--- src/rtl/mddr_seq_pkg.sv ---
package mddr_seq_pkg;

  typedef enum logic [3:0] {
    CMD_NOP  = 4'd0,
    CMD_ACT  = 4'd1,
    CMD_RD   = 4'd2,
    CMD_WR   = 4'd3,
    CMD_PRE  = 4'd4,
    CMD_PALL = 4'd5,
    CMD_REF  = 4'd6,
    CMD_MRS  = 4'd7,
    CMD_PDE  = 4'd8,
    CMD_PDX  = 4'd9,
    CMD_DPDE = 4'd10,
    CMD_DPDX = 4'd11
  } mddr_cmd_e;

  typedef enum logic [2:0] {
    ST_BOOT,
    ST_INIT_PALL,
    ST_INIT_REF0,
    ST_INIT_REF1,
    ST_INIT_MRS,
    ST_RUN,
    ST_PDOWN,
    ST_DEEP
  } mddr_state_e;

endpackage

--- src/rtl/mddr_dncnt.sv ---
// Loadable down counter that stops at zero; used for command spacing and the refresh interval.
module mddr_dncnt #(
  parameter int W = 8
) (
  input  logic         clk,
  input  logic         rst_n,
  input  logic         load_i,
  input  logic [W-1:0] val_i,
  output logic         zero_o
);

  logic [W-1:0] cnt_q;

  always_ff @(posedge clk or negedge rst_n) begin
    if (!rst_n)               cnt_q <= '0;
    else if (load_i)          cnt_q <= val_i;
    else if (cnt_q != '0)     cnt_q <= cnt_q - 1'b1;
  end

  assign zero_o = (cnt_q == '0);

  // an expired count stays expired until reloaded
  a_r13_cnt_hold: assert property (@(posedge clk) disable iff (!rst_n)
    (!load_i && zero_o) |=> zero_o);

  // a load takes effect on the next cycle
  a_r13_cnt_load: assert property (@(posedge clk) disable iff (!rst_n)
    load_i |=> (cnt_q == $past(val_i)));

endmodule

--- src/rtl/mddr_bank_tbl.sv ---
// Per-bank open flag and open row.
module mddr_bank_tbl #(
  parameter int NBANK = 4,
  parameter int ROW_W = 13,
  localparam int BANK_W = (NBANK > 1) ? $clog2(NBANK) : 1
) (
  input  logic                        clk,
  input  logic                        rst_n,
  input  logic                        act_en,
  input  logic                        close_en,
  input  logic                        clr_en,
  input  logic [BANK_W-1:0]           bank_i,
  input  logic [ROW_W-1:0]            row_i,
  output logic [NBANK-1:0]            open_o,
  output logic [NBANK-1:0][ROW_W-1:0] rows_o
);

  for (genvar b = 0; b < NBANK; b++) begin : g_bank
    logic             open_q;
    logic [ROW_W-1:0] row_q;
    logic             sel;

    assign sel = (bank_i == BANK_W'(b));

    always_ff @(posedge clk or negedge rst_n) begin
      if (!rst_n) begin
        open_q <= 1'b0;
        row_q  <= '0;
      end else if (clr_en) begin
        open_q <= 1'b0;
      end else if (act_en && sel) begin
        open_q <= 1'b1;
        row_q  <= row_i;
      end else if (close_en && sel) begin
        open_q <= 1'b0;
      end
    end

    assign open_o[b] = open_q;
    assign rows_o[b] = row_q;
  end

  // the sequencer never activates a bank that is already open
  a_r5_act_closed_only: assert property (@(posedge clk) disable iff (!rst_n)
    act_en |-> !open_o[bank_i]);

  // activating one bank leaves every other bank's open flag as it was
  a_r8_act_keeps_others: assert property (@(posedge clk) disable iff (!rst_n)
    (act_en && !clr_en) |=> ((open_o | (NBANK'(1) << $past(bank_i))) ==
                             ($past(open_o) | (NBANK'(1) << $past(bank_i)))));

endmodule

--- src/rtl/mddr_cmd_seq.sv ---
module mddr_cmd_seq
  import mddr_seq_pkg::*;
#(
  parameter int NBANK  = 4,
  parameter int ROW_W  = 13,
  parameter int COL_W  = 10,
  parameter int T_INIT = 200,
  parameter int T_RCD  = 3,
  parameter int T_RP   = 3,
  parameter int T_RFC  = 10,
  parameter int T_MRD  = 2,
  parameter int T_XP   = 2,
  parameter int T_REFI = 780,
  localparam int BANK_W = (NBANK > 1) ? $clog2(NBANK) : 1,
  localparam int ADDR_W = (ROW_W > COL_W) ? ROW_W : COL_W
) (
  input  logic              clk,
  input  logic              rst_n,
  input  logic [1:0]        bl_sel,
  input  logic              req_valid,
  output logic              req_ready,
  input  logic              req_write,
  input  logic              req_autopre,
  input  logic [BANK_W-1:0] req_bank,
  input  logic [ROW_W-1:0]  req_row,
  input  logic [COL_W-1:0]  req_col,
  input  logic              pd_req,
  input  logic              dpd_req,
  output logic              init_done,
  output logic [3:0]        cmd_o,
  output logic [BANK_W-1:0] cmd_bank,
  output logic [ADDR_W-1:0] cmd_addr,
  output logic              cmd_ap
);

  localparam int WAIT_W = $clog2(T_INIT + T_RFC + T_RP + T_RCD + T_MRD + T_XP + 16) + 1;
  localparam int REFI_W = $clog2(T_REFI + 1) + 1;

  // ---------------- state ----------------
  mddr_state_e st_q, st_d;
  mddr_cmd_e   cmd_q, n_cmd;
  logic [BANK_W-1:0] bank_q, n_bank;
  logic [ADDR_W-1:0] addr_q, n_addr;
  logic              ap_q, n_ap;
  logic              done_q, done_set, done_clr;
  logic [1:0]        bl_q;
  logic              bl_ld;
  logic              ref_pend_q, ref_clr;

  // ---------------- bank table ----------------
  logic                        tbl_act, tbl_close, tbl_clr;
  logic [NBANK-1:0]            open_vec;
  logic [NBANK-1:0][ROW_W-1:0] rows;

  mddr_bank_tbl #(.NBANK(NBANK), .ROW_W(ROW_W)) u_tbl (
    .clk      (clk),
    .rst_n    (rst_n),
    .act_en   (tbl_act),
    .close_en (tbl_close),
    .clr_en   (tbl_clr),
    .bank_i   (req_bank),
    .row_i    (req_row),
    .open_o   (open_vec),
    .rows_o   (rows)
  );

  // ---------------- command spacing timer ----------------
  logic              w_ld, w_zero;
  logic [WAIT_W-1:0] w_val;

  mddr_dncnt #(.W(WAIT_W)) u_wait (
    .clk    (clk),
    .rst_n  (rst_n),
    .load_i (w_ld),
    .val_i  (w_val),
    .zero_o (w_zero)
  );

  // ---------------- refresh interval timer ----------------
  logic ref_run, ref_tick, refi_zero, refi_ld;

  assign ref_run  = done_q && (st_q != ST_DEEP);
  assign ref_tick = ref_run && refi_zero;
  assign refi_ld  = !ref_run || ref_clr || ref_tick;

  mddr_dncnt #(.W(REFI_W)) u_refi (
    .clk    (clk),
    .rst_n  (rst_n),
    .load_i (refi_ld),
    .val_i  (REFI_W'(T_REFI - 1)),
    .zero_o (refi_zero)
  );

  always_ff @(posedge clk or negedge rst_n) begin
    if (!rst_n)        ref_pend_q <= 1'b0;
    else if (ref_clr)  ref_pend_q <= 1'b0;
    else if (ref_tick) ref_pend_q <= 1'b1;
  end

  // ---------------- decode helpers ----------------
  logic              any_open, row_hit, bank_open;
  logic [WAIT_W-1:0] half_bl;

  assign any_open  = |open_vec;
  assign bank_open = open_vec[req_bank];
  assign row_hit   = bank_open && (rows[req_bank] == req_row);
  assign half_bl   = WAIT_W'(1) << bl_q;

  // ---------------- next command selection ----------------
  always_comb begin
    st_d      = st_q;
    n_cmd     = CMD_NOP;
    n_bank    = '0;
    n_addr    = '0;
    n_ap      = 1'b0;
    w_ld      = 1'b0;
    w_val     = '0;
    tbl_act   = 1'b0;
    tbl_close = 1'b0;
    tbl_clr   = 1'b0;
    ref_clr   = 1'b0;
    req_ready = 1'b0;
    done_set  = 1'b0;
    done_clr  = 1'b0;
    bl_ld     = 1'b0;

    unique case (st_q)
      ST_BOOT: begin
        w_ld  = 1'b1;
        w_val = WAIT_W'(T_INIT - 1);
        st_d  = ST_INIT_PALL;
      end

      ST_INIT_PALL: if (w_zero) begin
        n_cmd   = CMD_PALL;
        tbl_clr = 1'b1;
        w_ld    = 1'b1;
        w_val   = WAIT_W'(T_RP - 1);
        st_d    = ST_INIT_REF0;
      end

      ST_INIT_REF0, ST_INIT_REF1: if (w_zero) begin
        n_cmd = CMD_REF;
        w_ld  = 1'b1;
        w_val = WAIT_W'(T_RFC - 1);
        st_d  = (st_q == ST_INIT_REF0) ? ST_INIT_REF1 : ST_INIT_MRS;
      end

      ST_INIT_MRS: if (w_zero) begin
        n_cmd    = CMD_MRS;
        n_addr   = ADDR_W'(3'(bl_sel) + 3'd1);
        bl_ld    = 1'b1;
        w_ld     = 1'b1;
        w_val    = WAIT_W'(T_MRD - 1);
        done_set = 1'b1;
        ref_clr  = 1'b1;
        st_d     = ST_RUN;
      end

      ST_RUN: if (w_zero) begin
        if (ref_pend_q || dpd_req) begin
          if (any_open) begin
            n_cmd   = CMD_PALL;
            tbl_clr = 1'b1;
            w_ld    = 1'b1;
            w_val   = WAIT_W'(T_RP - 1);
          end else if (ref_pend_q) begin
            n_cmd   = CMD_REF;
            ref_clr = 1'b1;
            w_ld    = 1'b1;
            w_val   = WAIT_W'(T_RFC - 1);
          end else begin
            n_cmd = CMD_DPDE;
            st_d  = ST_DEEP;
          end
        end else if (pd_req) begin
          n_cmd = CMD_PDE;
          st_d  = ST_PDOWN;
        end else if (req_valid) begin
          n_bank = req_bank;
          if (row_hit) begin
            n_cmd     = req_write ? CMD_WR : CMD_RD;
            n_addr    = ADDR_W'(req_col);
            n_ap      = req_autopre;
            req_ready = 1'b1;
            tbl_close = req_autopre;
            w_ld      = 1'b1;
            w_val     = req_autopre ? (half_bl + WAIT_W'(T_RP - 1)) : (half_bl - 1'b1);
          end else if (bank_open) begin
            n_cmd     = CMD_PRE;
            tbl_close = 1'b1;
            w_ld      = 1'b1;
            w_val     = WAIT_W'(T_RP - 1);
          end else begin
            n_cmd   = CMD_ACT;
            n_addr  = ADDR_W'(req_row);
            tbl_act = 1'b1;
            w_ld    = 1'b1;
            w_val   = WAIT_W'(T_RCD - 1);
          end
        end
      end

      ST_PDOWN: if (w_zero && (!pd_req || ref_pend_q || dpd_req)) begin
        n_cmd = CMD_PDX;
        w_ld  = 1'b1;
        w_val = WAIT_W'(T_XP - 1);
        st_d  = ST_RUN;
      end

      ST_DEEP: if (!dpd_req) begin
        n_cmd    = CMD_DPDX;
        tbl_clr  = 1'b1;
        done_clr = 1'b1;
        w_ld     = 1'b1;
        w_val    = WAIT_W'(T_INIT - 1);
        st_d     = ST_INIT_PALL;
      end

      default: st_d = ST_BOOT;
    endcase
  end

  // ---------------- registers ----------------
  always_ff @(posedge clk or negedge rst_n) begin
    if (!rst_n) begin
      st_q   <= ST_BOOT;
      cmd_q  <= CMD_NOP;
      bank_q <= '0;
      addr_q <= '0;
      ap_q   <= 1'b0;
      done_q <= 1'b0;
      bl_q   <= 2'd0;
    end else begin
      st_q   <= st_d;
      cmd_q  <= n_cmd;
      bank_q <= n_bank;
      addr_q <= n_addr;
      ap_q   <= n_ap;
      if (done_set)      done_q <= 1'b1;
      else if (done_clr) done_q <= 1'b0;
      if (bl_ld) bl_q <= bl_sel;
    end
  end

  assign cmd_o     = cmd_q;
  assign cmd_bank  = bank_q;
  assign cmd_addr  = addr_q;
  assign cmd_ap    = ap_q;
  assign init_done = done_q;

  // ---------------- checks on the command bus ----------------
  logic [NBANK-1:0]  open_prev;
  mddr_cmd_e         last_q;
  logic [WAIT_W-1:0] gap_q;

  always_ff @(posedge clk or negedge rst_n) begin
    if (!rst_n) begin
      open_prev <= '0;
      last_q    <= CMD_NOP;
      gap_q     <= '1;
    end else begin
      open_prev <= open_vec;
      if (cmd_q != CMD_NOP) begin
        last_q <= cmd_q;
        gap_q  <= WAIT_W'(1);
      end else if (gap_q != '1) begin
        gap_q <= gap_q + 1'b1;
      end
    end
  end

  a_r3_rcd_gap: assert property (@(posedge clk) disable iff (!rst_n)
    ((cmd_q inside {CMD_RD, CMD_WR}) && last_q == CMD_ACT) |-> gap_q >= WAIT_W'(T_RCD));

  a_r5_rp_gap: assert property (@(posedge clk) disable iff (!rst_n)
    ((cmd_q inside {CMD_ACT, CMD_REF}) && (last_q inside {CMD_PRE, CMD_PALL}))
      |-> gap_q >= WAIT_W'(T_RP));

  a_r13_rfc_gap: assert property (@(posedge clk) disable iff (!rst_n)
    (cmd_q != CMD_NOP && last_q == CMD_REF) |-> gap_q >= WAIT_W'(T_RFC));

  a_r12_col_open: assert property (@(posedge clk) disable iff (!rst_n)
    (cmd_q inside {CMD_RD, CMD_WR, CMD_PRE}) |-> open_prev[bank_q]);

  a_r12_ref_all_closed: assert property (@(posedge clk) disable iff (!rst_n)
    (cmd_q inside {CMD_REF, CMD_DPDE}) |-> (open_prev == '0));

  a_r6_ap_closes: assert property (@(posedge clk) disable iff (!rst_n)
    ((cmd_q inside {CMD_RD, CMD_WR}) && ap_q) |-> !open_vec[bank_q]);

  a_r1_nop_before_init: assert property (@(posedge clk) disable iff (!rst_n)
    (!done_q && !(st_q inside {ST_INIT_MRS, ST_RUN})) |-> (cmd_q inside {CMD_NOP, CMD_PALL, CMD_REF, CMD_DPDX}));

endmodule

--- config.mk ---
export PLATFORM = sky130hd
export DESIGN_NAME = mddr_cmd_seq
export DESIGN_NICKNAME = d
export VERILOG_FILES = /design/src/rtl/mddr_seq_pkg.sv /design/src/rtl/mddr_dncnt.sv /design/src/rtl/mddr_bank_tbl.sv /design/src/rtl/mddr_cmd_seq.sv
export SDC_FILE = /design/constraint.sdc
export NUM_CORES = 1
export LEC_CHECK = 0
export BUFFER_PORTS_ARGS = -buffer_cell sky130_fd_sc_hd__buf_4
export CORE_MARGIN = 4
export CORE_UTILIZATION = 54
export CTS_CLUSTER_DIAMETER = 60
export DETAILED_ROUTE_END_ITERATION = 10
export PLACE_DENSITY = 0.77
export SLEW_MARGIN = 20
export SYNTH_ARGS = -nofsm -noshare
export SYNTH_HDL_FRONTEND = slang
export SYNTH_HIERARCHICAL = 1
export SYNTH_SLANG_ARGS = --single-unit
export TNS_END_PERCENT = 10
--- constraint.sdc ---
create_clock -name clk -period 3.4 [get_ports clk]
set_input_delay 0.17 -clock clk [delete_from_list [all_inputs] [get_ports clk]]
set_output_delay 0.17 -clock clk [all_outputs]
set_load 0.01 [all_outputs]
==> impl_metrics.prom, run 1 <==
# TYPE chip_impl_metric gauge
chip_impl_metric{name="floorplan.die.height",unit="microns"} 110
chip_impl_metric{name="tritoncts.num_buffers",unit=""} 9
chip_impl_metric{name="slew_violations",unit=""} 0
chip_impl_metric{name="cts.reportedPaths.clkPinSlew",unit="ns"} 0.10
chip_impl_metric{name="seq_area_frac_synth",unit=""} 0.457
chip_impl_metric{name="cap_viol_max_count",unit=""} 0
chip_impl_metric{name="yosys_register_bits",unit=""} 103
chip_impl_metric{name="drtAntennaViolNets",unit=""} 0
chip_impl_metric{name="layout-area-overhead-vs-synth",unit="%"} 15.8
chip_impl_metric{name="post_synth_instance_area",unit="sq um"} 5640
chip_impl_metric{name="worst_ep_arrival_time",unit="ns"} 3.50
chip_impl_metric{name="cellLeakagePower",unit="nW"} 3.01
chip_impl_metric{name="pwr_density_cell",unit="nW/um^2"} 547
chip_impl_info{name="hold_path.class",value="in2reg"} 1
chip_impl_metric{name="design.portCount",unit=""} 56
chip_impl_metric{name="critical-path-max-stage-delay",unit="ns"} 0.47
chip_impl_info{name="cts_tree",value="done"} 1
chip_impl_metric{name="async_flop_share",unit=""} 1.00
chip_impl_metric{name="iteration_count_of_the_initial_detailed_routing_pass",unit=""} 6
chip_impl_info{name="result_of_the_run",value="complete, no violations"} 1
chip_impl_metric{name="required",unit="ns"} 3.67
chip_impl_metric{name="vdd_drop_max",unit="V"} 0.000362
chip_impl_metric{name="yosysWarningCount",unit=""} 6
chip_impl_metric{name="synth-edff-count",unit=""} 0
chip_impl_metric{name="clock_sinks",unit=""} 103
chip_impl_metric{name="syn_inst",unit=""} 502
chip_impl_metric{name="finalClockSkew",unit="ns"} 0.00783
chip_impl_metric{name="grt_first_pass_wirelength",unit="microns"} 21300
chip_impl_metric{name="placement.setup.worst_slack",unit="ns"} 0.127
chip_impl_metric{name="detailedPlacementHpwl",unit="microns"} 9160
chip_impl_metric{name="post-route-period-util",unit=""} 0.949
chip_impl_metric{name="switchingPower",unit="mW"} 1.31
chip_impl_info{name="yosys_most_used_dff",value="dfrtp_1"} 1
chip_impl_metric{name="cts.htree.levels",unit=""} 3
chip_impl_info{name="cts_root_buffer",value="clkbuf_8"} 1
chip_impl_metric{name="fp.coreArea",unit="sq um"} 10200
chip_impl_metric{name="number_of_antenna_violations_at_the_first_check_in_global_routing",unit=""} 0
chip_impl_metric{name="drc",unit=""} 0
chip_impl_info{name="timing.critical_path.mode_cell",value="inv_1"} 1
chip_impl_metric{name="sequential_group_share_of_total_power",unit=""} 0.449
chip_impl_metric{name="maxSlewHeadroom",unit=""} 0.492
chip_impl_metric{name="finalWeightedCongestion",unit=""} 0.950
chip_impl_metric{name="power.share.combinational",unit=""} 0.337
chip_impl_info{name="startpoint_type",value="flop"} 1
chip_impl_info{name="end_kind",value="flop"} 1
chip_impl_metric{name="global_route.usage.total",unit=""} 0.228
chip_impl_metric{name="tightestPinTransition",unit="ns"} 0.762
chip_impl_metric{name="grt_max_degree",unit=""} 59
chip_impl_metric{name="max_clock_freq",unit="GHz"} 0.310
chip_impl_metric{name="finalNetCount",unit=""} 618
chip_impl_metric{name="cell_internal_pwr",unit="mW"} 2.26
chip_impl_info{name="timing.critical_path.slowest_stage_cell",value="or4b_1"} 1
chip_impl_metric{name="pwr-share-clk",unit=""} 0.214
chip_impl_metric{name="num_vias",unit=""} 4158
chip_impl_metric{name="die_x",unit="microns"} 110
chip_impl_metric{name="io_port_bufs",unit=""} 55
chip_impl_metric{name="fp-row-count",unit=""} 37
chip_impl_metric{name="grt.overflow.total",unit=""} 0
chip_impl_metric{name="cts-root-to-sink-buffers",unit=""} 2
chip_impl_metric{name="vias_per_cell",unit=""} 5.82
chip_impl_metric{name="antennaDiodeCount",unit=""} 0
chip_impl_metric{name="syn-mean-instance-area",unit="sq um"} 11.2
chip_impl_metric{name="clock_latency",unit="ns"} 0.38
chip_impl_metric{name="drt_wl_total",unit="microns"} 12800
chip_impl_metric{name="routed_wire_length_per_instance",unit="microns"} 18.0
chip_impl_metric{name="via_count_of_the_first_global_routing_pass",unit=""} 4254
chip_impl_metric{name="setup_viol",unit=""} 0
chip_impl_metric{name="yosysUniqueCellTypes",unit=""} 71
chip_impl_info{name="worst-setup-path-type",value="reg2reg"} 1
chip_impl_metric{name="final-hold-violation-count",unit=""} 0
chip_impl_metric{name="fin_util",unit=""} 0.638
chip_impl_metric{name="switching_share",unit=""} 0.366
chip_impl_metric{name="synthDominantCellAreaShare",unit=""} 0.457
chip_impl_metric{name="initial_core_util",unit=""} 0.551
chip_impl_metric{name="critical_path.max_fanout",unit=""} 7
chip_impl_info{name="cell_by_cell_trace_of_the_critical_path",value="inv_1, ha_1, or4b_1, or2_4, inv_1, nand2b_1, nor2_1, nand3_1, nor2_4, nor4bb_4, buf_4, mux2_2"} 1
chip_impl_metric{name="crit_path_setup_slack_layout",unit="ns"} 0.173
chip_impl_metric{name="drt_iter0_drc",unit=""} 278
chip_impl_metric{name="final.min_clock_period",unit="ns"} 3.23
chip_impl_info{name="grt_setup_unrepaired",value="yes"} 1
chip_impl_info{name="synth.largest_area_cell",value="dfrtp_1"} 1
chip_impl_info{name="largest_cells_by_area_after_synthesis",value="dfrtp_1 46%, mux2_2 7.8%, mux4_2 4.4%, xnor2_1 2.8%, nand2_1 2.5%"} 1
chip_impl_metric{name="drive_above_1_share",unit=""} 0.311
chip_impl_metric{name="fp.dieArea",unit="sq um"} 12100
-- layout by cell type, fill, tap and decap left out, drive strengths merged, types with 11 or more instances in the layout --
cell type  synthesis  final
mux4              11     11
o31ai             12     12
o21ai             28     28
clkbuf            15     12
dfrtp            103    103
nor2              24     24
nand2             39     39
conb               2     11
buf               14     80
mux2              58     58
nor3              13     13
nand3             18     18
xnor2             18     18
inv               19     22
-- final timing paths --
path                                          start                         to  slack (ns)  cells after the start
min in group asynchronous                     rst_n            u_refi/cnt_q[4]        0.39                      2
min                                       bl_sel[1]                    bl_q[1]        0.03                      3
max                                 u_wait/cnt_q[0]  u_tbl/g_bank[2].row_q[10]        0.17                     12
max reg2reg                         u_wait/cnt_q[0]  u_tbl/g_bank[2].row_q[10]        0.17                     12
max in group asynchronous                     rst_n  u_tbl/g_bank[2].row_q[12]        2.14                      3
min reg2reg                u_tbl/g_bank[2].row_q[3]   u_tbl/g_bank[2].row_q[3]        0.50                      1
-- per-layer routing --
layer,routed length [microns],track usage,part of all wire
met5,0,0,0
met4,157,0.0607,0.012
met3,683,0.0454,0.053
met2,6490,0.387,0.51
met1,5510,0.301,0.43
-- sequential cells by signal (all words and copies together), names as in the netlist --
signal / count
u_wait/cnt_q: 9
st_q: 3
u_tbl/g_bank.row_q: 52
u_tbl/g_bank.open_q: 4
cmd_addr: 13
bl_q: 2
u_refi/cnt_q: 11
init_done: 1
cmd_o: 4
cmd_bank: 2
ref_pend_q: 1
cmd_ap: 1
-- kinds of logic (layout without fill, tap and decap cells) --
| kind of cell | after synthesis | after routing | synth area share |
|---|---|---|---|
| AND/OR/NAND/NOR | 141 | 141 | 0.140 |
| flip-flops | 103 | 103 | 0.457 |
| AO/OA/AOI/OAI | 94 | 94 | 0.114 |
| multiplexers | 77 | 77 | 0.180 |
| buffers and inverters | 49 | 117 | 0.0442 |
| XOR/XNOR | 26 | 26 | 0.0404 |
| adder cells (fa/ha/maj) | 10 | 10 | 0.0222 |
| other | 2 | 11 | 0.00133 |
-- critical path, delay by kind of cell (launching register included) --
kind	cells	cell delay, ns
AND/OR/NAND/NOR	7	1.75
flip-flops	1	0.41
buffers and inverters	3	0.40
adder cells (fa/ha/maj)	1	0.21
multiplexers	1	0.34
-- final cells by class --
cell class	count	area, sq um
fill	821	3700
sequential	103	2580
multi-input combinational	359	2900
tap	136	170
clock inverter	4	33.8
clock buffer	12	165
timing repair buffer	81	611
inverter	20	75.1
-- metrics by stage --
step                      area [sq um]  hold WS (ns)  TNS [ns]  power (mW)  cells
after CTS                         6500        0.0136         0        3.59    715
after floorplan                   5690        -0.126   -0.0598        2.47    511
after detailed placement          6290         0.291         0        2.81    698
after global placement            6290         0.279         0        2.74    698
after global routing              6530        0.0178   -0.0820        3.82    715
final                             6530        0.0304         0        3.57    715
-- power groups by stage --
stage               Combinational (mW)  Clock [mW]  Sequential, mW
finish                            1.20       0.764            1.60
global route                      1.35       0.842            1.63
global placement                  1.14           0            1.60
detailed placement                1.19           0            1.62
CTS                               1.20       0.791            1.60
floorplan                        0.935           0            1.53
-- Yosys cell counts (11+ instances only) --
master,instances
nand3_1,18
o31ai_1,12
clkbuf_1,15
mux2_2,39
o21ai_0,21
mux4_2,11
xnor2_1,18
dfrtp_1,103
nor2_1,24
inv_1,19
nand2_1,38
-- timing repair --
item                       CTS  global route
resized for setup            0             4
hold endpoints to repair    56             0
hold buffers                 1             0
setup buffers                0             0
setup endpoints to repair    0            38
No activity file was read; power rests on OpenSTA's default activity.
==> run 2: changes to the inputs <==
--- a/config.mk
+++ b/config.mk
@@ -6,7 +6,7 @@
 export NUM_CORES = 1
 export LEC_CHECK = 0
 export BUFFER_PORTS_ARGS = -buffer_cell sky130_fd_sc_hd__buf_4
-export CORE_MARGIN = 4
+export CORE_MARGIN = 2
 export CORE_UTILIZATION = 54
 export CTS_CLUSTER_DIAMETER = 60
 export DETAILED_ROUTE_END_ITERATION = 10
==> constraint.sdc (replaced) <==
create_clock -name clk -period 3.4 [get_ports clk]
set_input_delay 0.68 -clock clk [delete_from_list [all_inputs] [get_ports clk]]
set_output_delay 0.68 -clock clk [all_outputs]
set_load 0.01 [all_outputs]
==> run 2 against run 1 <==
  * Via count is 0.17% higher
  * Sequential share of layout area is 0.38 points lower
  * Routed wire length hardly changed
  * Design area is 0.98% higher
  * Sequential cell count stayed put
  * Clock skew is 0.0098 ns higher
  * Count of clock-buffer cells in the layout is 3 lower
  * Non-clock buffer count is 3 higher
  * Critical path depth stayed put
  * Die area is 7.1% lower
  * Largest power group unchanged
==> impl_metrics.prom, run 2 (synthesis gave the netlist of run 1 again) <==
# TYPE chip_impl_metric gauge
chip_impl_info{name="result_of_the_run",value="complete, no violations"} 1
chip_impl_metric{name="slew_violations",unit=""} 0
chip_impl_metric{name="pwr_density_cell",unit="nW/um^2"} 544
chip_impl_metric{name="wl_met3",unit="microns"} 627
chip_impl_metric{name="cap_viol_max_count",unit=""} 0
chip_impl_metric{name="maxSlewHeadroom",unit=""} 0.561
chip_impl_metric{name="setup_viol",unit=""} 0
chip_impl_metric{name="worst_ep_arrival_time",unit="ns"} 2.64
chip_impl_metric{name="via_count_of_the_first_global_routing_pass",unit=""} 4304
chip_impl_metric{name="grt_first_pass_wirelength",unit="microns"} 21400
chip_impl_metric{name="finalClockSkew",unit="ns"} 0.0176
chip_impl_metric{name="wl_met1",unit="microns"} 5630
chip_impl_info{name="startpoint_type",value="flop"} 1
chip_impl_metric{name="grt.overflow.total",unit=""} 0
chip_impl_metric{name="drtAntennaViolNets",unit=""} 0
chip_impl_metric{name="drive_above_1_share",unit=""} 0.330
chip_impl_metric{name="largest_register_ff_count",unit=""} 52
chip_impl_metric{name="fp-row-count",unit=""} 37
chip_impl_metric{name="critical_path.max_fanout",unit=""} 4
chip_impl_info{name="layout_commonest_cell",value="dfrtp_1"} 1
chip_impl_metric{name="cts.reportedPaths.clkPinSlew",unit="ns"} 0.11
chip_impl_metric{name="global_route.usage.total",unit=""} 0.242
chip_impl_metric{name="final.min_clock_period",unit="ns"} 3.32
chip_impl_metric{name="die_x",unit="microns"} 106
chip_impl_info{name="largest-register",value="u_tbl/g_bank.row_q"} 1
chip_impl_metric{name="cts_hold_repair.buffers",unit=""} 0
chip_impl_metric{name="cts.htree.levels",unit=""} 3
chip_impl_metric{name="crit_path_setup_slack_layout",unit="ns"} 0.0832
chip_impl_metric{name="fp.coreArea",unit="sq um"} 10200
chip_impl_info{name="cts_root_buffer",value="clkbuf_8"} 1
chip_impl_metric{name="antennaDiodeCount",unit=""} 0
chip_impl_metric{name="clock_sinks",unit=""} 103
chip_impl_info{name="hold_path.class",value="in2async"} 1
chip_impl_metric{name="initial_core_util",unit=""} 0.551
chip_impl_metric{name="fin_worst_hold_slack",unit="ns"} 0.312
chip_impl_metric{name="number_of_antenna_violations_at_the_first_check_in_global_routing",unit=""} 0
chip_impl_info{name="worst-setup-path-type",value="reg2out"} 1
chip_impl_metric{name="design.portCount",unit=""} 56
chip_impl_metric{name="placement.setup.worst_slack",unit="ns"} -0.0140
chip_impl_info{name="end_kind",value="output pin"} 1
chip_impl_metric{name="iteration_count_of_the_initial_detailed_routing_pass",unit=""} 5
chip_impl_metric{name="max_clock_freq",unit="GHz"} 0.301
chip_impl_info{name="r2r_start",value="u_wait/cnt_q[1]"} 1
chip_impl_info{name="worst_setup_path_startpoint",value="u_wait/cnt_q[1]"} 1
chip_impl_info{name="layout_common_cells",value="103 x dfrtp_1, 80 x buf_4, 39 x mux2_2"} 1
chip_impl_metric{name="finish.instance_area",unit="sq um"} 6590
chip_impl_metric{name="vias_per_cell",unit=""} 5.80
chip_impl_metric{name="layout-area-overhead-vs-synth",unit="%"} 16.9
chip_impl_metric{name="io_port_bufs",unit=""} 55
chip_impl_metric{name="vdd_drop_max",unit="V"} 0.000436
chip_impl_metric{name="required",unit="ns"} 2.72
chip_impl_metric{name="multi_input_area",unit="sq um"} 2910
chip_impl_metric{name="register_area",unit="sq um"} 2580
chip_impl_metric{name="num_vias",unit=""} 4165
chip_impl_metric{name="drt_wl_total",unit="microns"} 12800
chip_impl_metric{name="detailedPlacementHpwl",unit="microns"} 9140
chip_impl_metric{name="drc",unit=""} 0
chip_impl_metric{name="post-route-period-util",unit=""} 0.976
chip_impl_metric{name="clock_latency",unit="ns"} 0.38
chip_impl_metric{name="routed_wire_length_per_instance",unit="microns"} 17.9
chip_impl_metric{name="tightestPinTransition",unit="ns"} 0.659
chip_impl_metric{name="cellLeakagePower",unit="nW"} 3.03
chip_impl_metric{name="cts-root-to-sink-buffers",unit=""} 2
chip_impl_metric{name="fin_util",unit=""} 0.644
chip_impl_metric{name="finalNetCount",unit=""} 621
chip_impl_metric{name="met2RoutedLength",unit="microns"} 6430
chip_impl_metric{name="num-fill-cells",unit=""} 802
chip_impl_metric{name="fp.dieArea",unit="sq um"} 11300
chip_impl_metric{name="finalWeightedCongestion",unit=""} 0.939
chip_impl_metric{name="final-hold-violation-count",unit=""} 0
chip_impl_info{name="cts_tree",value="done"} 1
chip_impl_metric{name="floorplan.die.height",unit="microns"} 106
chip_impl_metric{name="place_area",unit="sq um"} 6320
chip_impl_metric{name="tritoncts.num_buffers",unit=""} 9
chip_impl_metric{name="drt_iter0_drc",unit=""} 171
chip_impl_info{name="top_layer_used",value="met4"} 1
chip_impl_metric{name="grt_max_degree",unit=""} 55
==> run 2: layout make-up <==
cell class	instances	share of cell area
clock buffers	9	0.0188
clock inverters	7	0.00930
inverters	20	0.0114
multi-input cells	359	0.442
flip-flops and latches	103	0.391
well taps	136	0.0258
repair buffers	84	0.102
==> run 2: worst paths after layout <==
path,end,slack [ns],depth (start not counted)
worst max-delay path,req_ready,0.08,12
worst max register to register,u_tbl/g_bank[3].row_q[10],0.16,11
min in group clk,u_tbl/g_bank[2].row_q[4],0.50,1
worst min-delay path,u_refi/cnt_q[7],0.31,1
max in group asynchronous,u_tbl/g_bank[1].row_q[4],2.37,2
worst min register to register,u_tbl/g_bank[2].row_q[4],0.50,1
==> run 2: through the flow <==
step | total power, mW | instances | TNS, ns
3_5_place_dp | 2.79 | 697 | -0.0140
5_1_grt | 3.83 | 718 | -0.0568
4_1_cts | 3.53 | 713 | 0
6_report | 3.59 | 718 | 0
3_3_place_gp | 2.73 | 697 | 0
2_1_floorplan | 2.47 | 511 | -0.0598
==> run 2: critical path, stage by stage (launching register included) <==
cell and delay (ns):
dfrtp_1 0.40, inv_1 0.10, ha_4 0.16, or4b_4 0.46, or2_4 0.25, inv_2 0.08
nand2b_4 0.06, nor2_2 0.17, nand2_2 0.10, nor2_4 0.15, nand2_4 0.07, nor2_4 0.14
buf_6 0.11
==> run 2: layer usage <==
| metal | track usage | vias to the layer above |
|---|---|---|
| met4 | 0.0583 | 0 |
| met3 | 0.0515 | 14 |
| met2 | 0.400 | 119 |
| met5 | 0 | - |
| li1 | - | 1964 |
| met1 | 0.328 | 2068 |
==> run 2: timing repair <==
action / CTS / global route
endpoints found under the setup margin: 1 / 39
gates resized for setup: 3 / 9
pin swaps: 0 / 5
setup buffers: 0 / 5
==> run 2: where the power goes <==
group          leakage (nW)  total [mW]  switching, mW  internal (mW)
combinational          1.55        1.24          0.666          0.577
clock                0.0940       0.742          0.460          0.282
sequential             1.39        1.60          0.214           1.39
==> run 3: changes to the inputs <==
--- a/config.mk
+++ b/config.mk
@@ -7,10 +7,10 @@
 export LEC_CHECK = 0
 export BUFFER_PORTS_ARGS = -buffer_cell sky130_fd_sc_hd__buf_4
 export CORE_MARGIN = 2
-export CORE_UTILIZATION = 54
+export CORE_UTILIZATION = 64
 export CTS_CLUSTER_DIAMETER = 60
 export DETAILED_ROUTE_END_ITERATION = 10
-export PLACE_DENSITY = 0.77
+export PLACE_DENSITY = 0.85
 export SLEW_MARGIN = 20
 export SYNTH_ARGS = -nofsm -noshare
 export SYNTH_HDL_FRONTEND = slang
==> constraint.sdc (replaced) <==
create_clock -name clk -period 4.05 [get_ports clk]
set_input_delay 0.81 -clock clk [delete_from_list [all_inputs] [get_ports clk]]
set_output_delay 0.81 -clock clk [all_outputs]
set_load 0.01 [all_outputs]
==> run 3 against run 2 <==
  * Power shrank 16%
  * First-iteration DRC count grew 110%
  * Setup slack gained 0.089 ns
  * Clock power shrank 8.2%
  * Design area shrank 2.7%
  * Critical path depth is the same
  * Register-to-register slack gained 0.22 ns
  * Sequential share of layout area grew 1.1 points
  * Global-route usage grew 4.5 points
  * Highest routed layer unchanged
  * Die area shrank 15%
==> impl_metrics.prom, run 3 (synthesis gave the netlist of run 1 again) <==
# TYPE chip_impl_metric gauge
chip_impl_info{name="result_of_the_run",value="complete, no violations"} 1
chip_impl_metric{name="tritoncts.num_buffers",unit=""} 9
chip_impl_metric{name="register_area",unit="sq um"} 2580
chip_impl_metric{name="setup_viol",unit=""} 0
chip_impl_metric{name="cellLeakagePower",unit="nW"} 2.97
chip_impl_metric{name="cts.htree.levels",unit=""} 3
chip_impl_metric{name="drc",unit=""} 0
chip_impl_metric{name="initial_core_util",unit=""} 0.653
chip_impl_metric{name="drt_wl_total",unit="microns"} 13100
chip_impl_info{name="cts_tree",value="done"} 1
chip_impl_metric{name="worst_reg2reg_path_depth",unit=""} 12
chip_impl_metric{name="num_vias",unit=""} 4292
chip_impl_metric{name="dp_cells",unit=""} 662
chip_impl_metric{name="via_count_of_the_first_global_routing_pass",unit=""} 4512
chip_impl_metric{name="critical_path.max_fanout",unit=""} 10
chip_impl_metric{name="num-fill-cells",unit=""} 572
chip_impl_metric{name="finalNetCount",unit=""} 609
chip_impl_metric{name="fp.coreArea",unit="sq um"} 8640
chip_impl_metric{name="detailedPlacementHpwl",unit="microns"} 9060
chip_impl_metric{name="grt_max_degree",unit=""} 87
chip_impl_metric{name="instances_no_fill",unit=""} 678
chip_impl_metric{name="final.min_clock_period",unit="ns"} 3.88
chip_impl_info{name="cell_by_cell_trace_of_the_critical_path",value="inv_1, ha_1, or4b_1, or2_4, inv_1, nand2b_1, nor2_1, nand2_1, nor2_1, nand2_2, nor2_1, buf_4"} 1
chip_impl_info{name="cts_root_buffer",value="clkbuf_8"} 1
chip_impl_metric{name="maxSlewHeadroom",unit=""} 0.391
chip_impl_metric{name="multi_input_area",unit="sq um"} 2850
chip_impl_info{name="timing.critical_path.mode_cell",value="nor2_1"} 1
chip_impl_metric{name="tightestPinTransition",unit="ns"} 0.908
chip_impl_metric{name="fin_util",unit=""} 0.742
chip_impl_metric{name="finalClockSkew",unit="ns"} 0.0126
chip_impl_metric{name="fp.dieArea",unit="sq um"} 9580
chip_impl_metric{name="cap_viol_max_count",unit=""} 0
chip_impl_info{name="end_kind",value="output pin"} 1
chip_impl_metric{name="fp-row-count",unit=""} 34
chip_impl_metric{name="clock_latency",unit="ns"} 0.37
chip_impl_metric{name="post-cts-setup-buffer-count",unit=""} 0
chip_impl_metric{name="design.portCount",unit=""} 56
chip_impl_metric{name="antennaDiodeCount",unit=""} 0
chip_impl_metric{name="clock_sinks",unit=""} 103
chip_impl_metric{name="layout-area-overhead-vs-synth",unit="%"} 13.7
chip_impl_metric{name="die_x",unit="microns"} 97.9
chip_impl_metric{name="critical-path-max-stage-delay",unit="ns"} 0.60
chip_impl_metric{name="drive_above_1_share",unit=""} 0.295
chip_impl_metric{name="worst_ep_arrival_time",unit="ns"} 3.07
chip_impl_metric{name="final-hold-violation-count",unit=""} 0
chip_impl_metric{name="post-route-period-util",unit=""} 0.957
chip_impl_info{name="layout_common_cells",value="103 x dfrtp_1, 70 x buf_4, 39 x mux2_2"} 1
chip_impl_metric{name="floorplan.die.height",unit="microns"} 97.9
chip_impl_metric{name="number_of_antenna_violations_at_the_first_check_in_global_routing",unit=""} 0
chip_impl_info{name="timing.critical_path.slowest_stage_cell",value="or4b_1"} 1
chip_impl_info{name="hold_path.class",value="in2async"} 1
chip_impl_metric{name="largest_register_ff_count",unit=""} 52
chip_impl_metric{name="vdd_drop_max",unit="V"} 0.000281
chip_impl_info{name="largest-register",value="u_tbl/g_bank.row_q"} 1
chip_impl_metric{name="cts-root-to-sink-buffers",unit=""} 2
chip_impl_metric{name="global_route.usage.total",unit=""} 0.287
chip_impl_metric{name="finalWeightedCongestion",unit=""} 0.937
chip_impl_metric{name="drtAntennaViolNets",unit=""} 0
chip_impl_metric{name="pwr_density_cell",unit="nW/um^2"} 470
chip_impl_metric{name="report.power.total",unit="mW"} 3.01
chip_impl_metric{name="vias_per_cell",unit=""} 6.33
chip_impl_info{name="startpoint_type",value="flop"} 1
chip_impl_metric{name="io_port_bufs",unit=""} 55
chip_impl_info{name="layout_commonest_cell",value="dfrtp_1"} 1
chip_impl_metric{name="placement.setup.worst_slack",unit="ns"} 0.421
chip_impl_metric{name="crit_path_setup_slack_layout",unit="ns"} 0.173
chip_impl_metric{name="iteration_count_of_the_initial_detailed_routing_pass",unit=""} 5
chip_impl_metric{name="required",unit="ns"} 3.24
chip_impl_metric{name="fin_tns_setup",unit="ns"} 0
chip_impl_metric{name="drt_iter0_drc",unit=""} 359
chip_impl_metric{name="cts.reportedPaths.clkPinSlew",unit="ns"} 0.11
chip_impl_metric{name="max_clock_freq",unit="GHz"} 0.258
chip_impl_metric{name="routed_wire_length_per_instance",unit="microns"} 19.4
chip_impl_metric{name="grt_first_pass_wirelength",unit="microns"} 22000
chip_impl_metric{name="slew_violations",unit=""} 0
chip_impl_metric{name="grt.overflow.total",unit=""} 0
chip_impl_info{name="worst-setup-path-type",value="reg2out"} 1
run 3: stage by stage:
step,instance area (sq um),hold WS [ns]
2_1_floorplan,5670,0.452
3_3_place_gp,6190,0.462
3_5_place_dp,6190,0.469
4_1_cts,6400,0.493
5_1_grt,6410,0.510
6_report,6410,0.481
run 3: worst paths after layout:
path	startpoint	to	slack (ns)
setup / recovery	u_wait/cnt_q[0]	req_ready	0.17
hold / removal	rst_n	u_refi/cnt_q[8]	0.48
setup reg to reg	u_wait/cnt_q[0]	u_tbl/g_bank[1].row_q[11]	0.38
hold reg to reg	u_tbl/g_bank[2].row_q[6]	u_tbl/g_bank[2].row_q[6]	0.49
max in group asynchronous	rst_n	u_tbl/g_bank[0].row_q[1]	2.80
min in group clk	u_tbl/g_bank[2].row_q[6]	u_tbl/g_bank[2].row_q[6]	0.49
run 3: repair_timing:
action                                  in CTS  in global routing
hold buffers                                 0                  0
hold endpoints to repair                     0                  0
gates resized for setup                      0                  1
endpoints found under the setup margin       0                  1
run 3: routing by layer:
metal,global-route usage,share of wire,up-vias
li1,-,-,1946
met1,0.366,0.41,2135
met2,0.489,0.51,175
met3,0.0494,0.056,36
met4,0.119,0.026,0
met5,0,0,-
run 3: area by class of cell:
class	count	area share
Tap cell	108	0.0211
Multi-Input combinational cell	359	0.445
Sequential cell	103	0.402
Clock buffer	10	0.0215
Timing Repair Buffer	72	0.0868
Inverter	20	0.0117
Clock inverter	6	0.0117
run 3: worst max-delay path, delay by kind of cell (launching register included):
kind,cells,cell delay [ns]
buf+inv,3,0.30
flops,1,0.42
fa+ha+maj,1,0.22
simple gates,8,1.79
run 3: power breakdown:
group | total, mW | internal, mW | switching (mW)
combinational | 0.984 | 0.440 | 0.544
clock | 0.681 | 0.313 | 0.368
sequential | 1.35 | 1.16 | 0.183
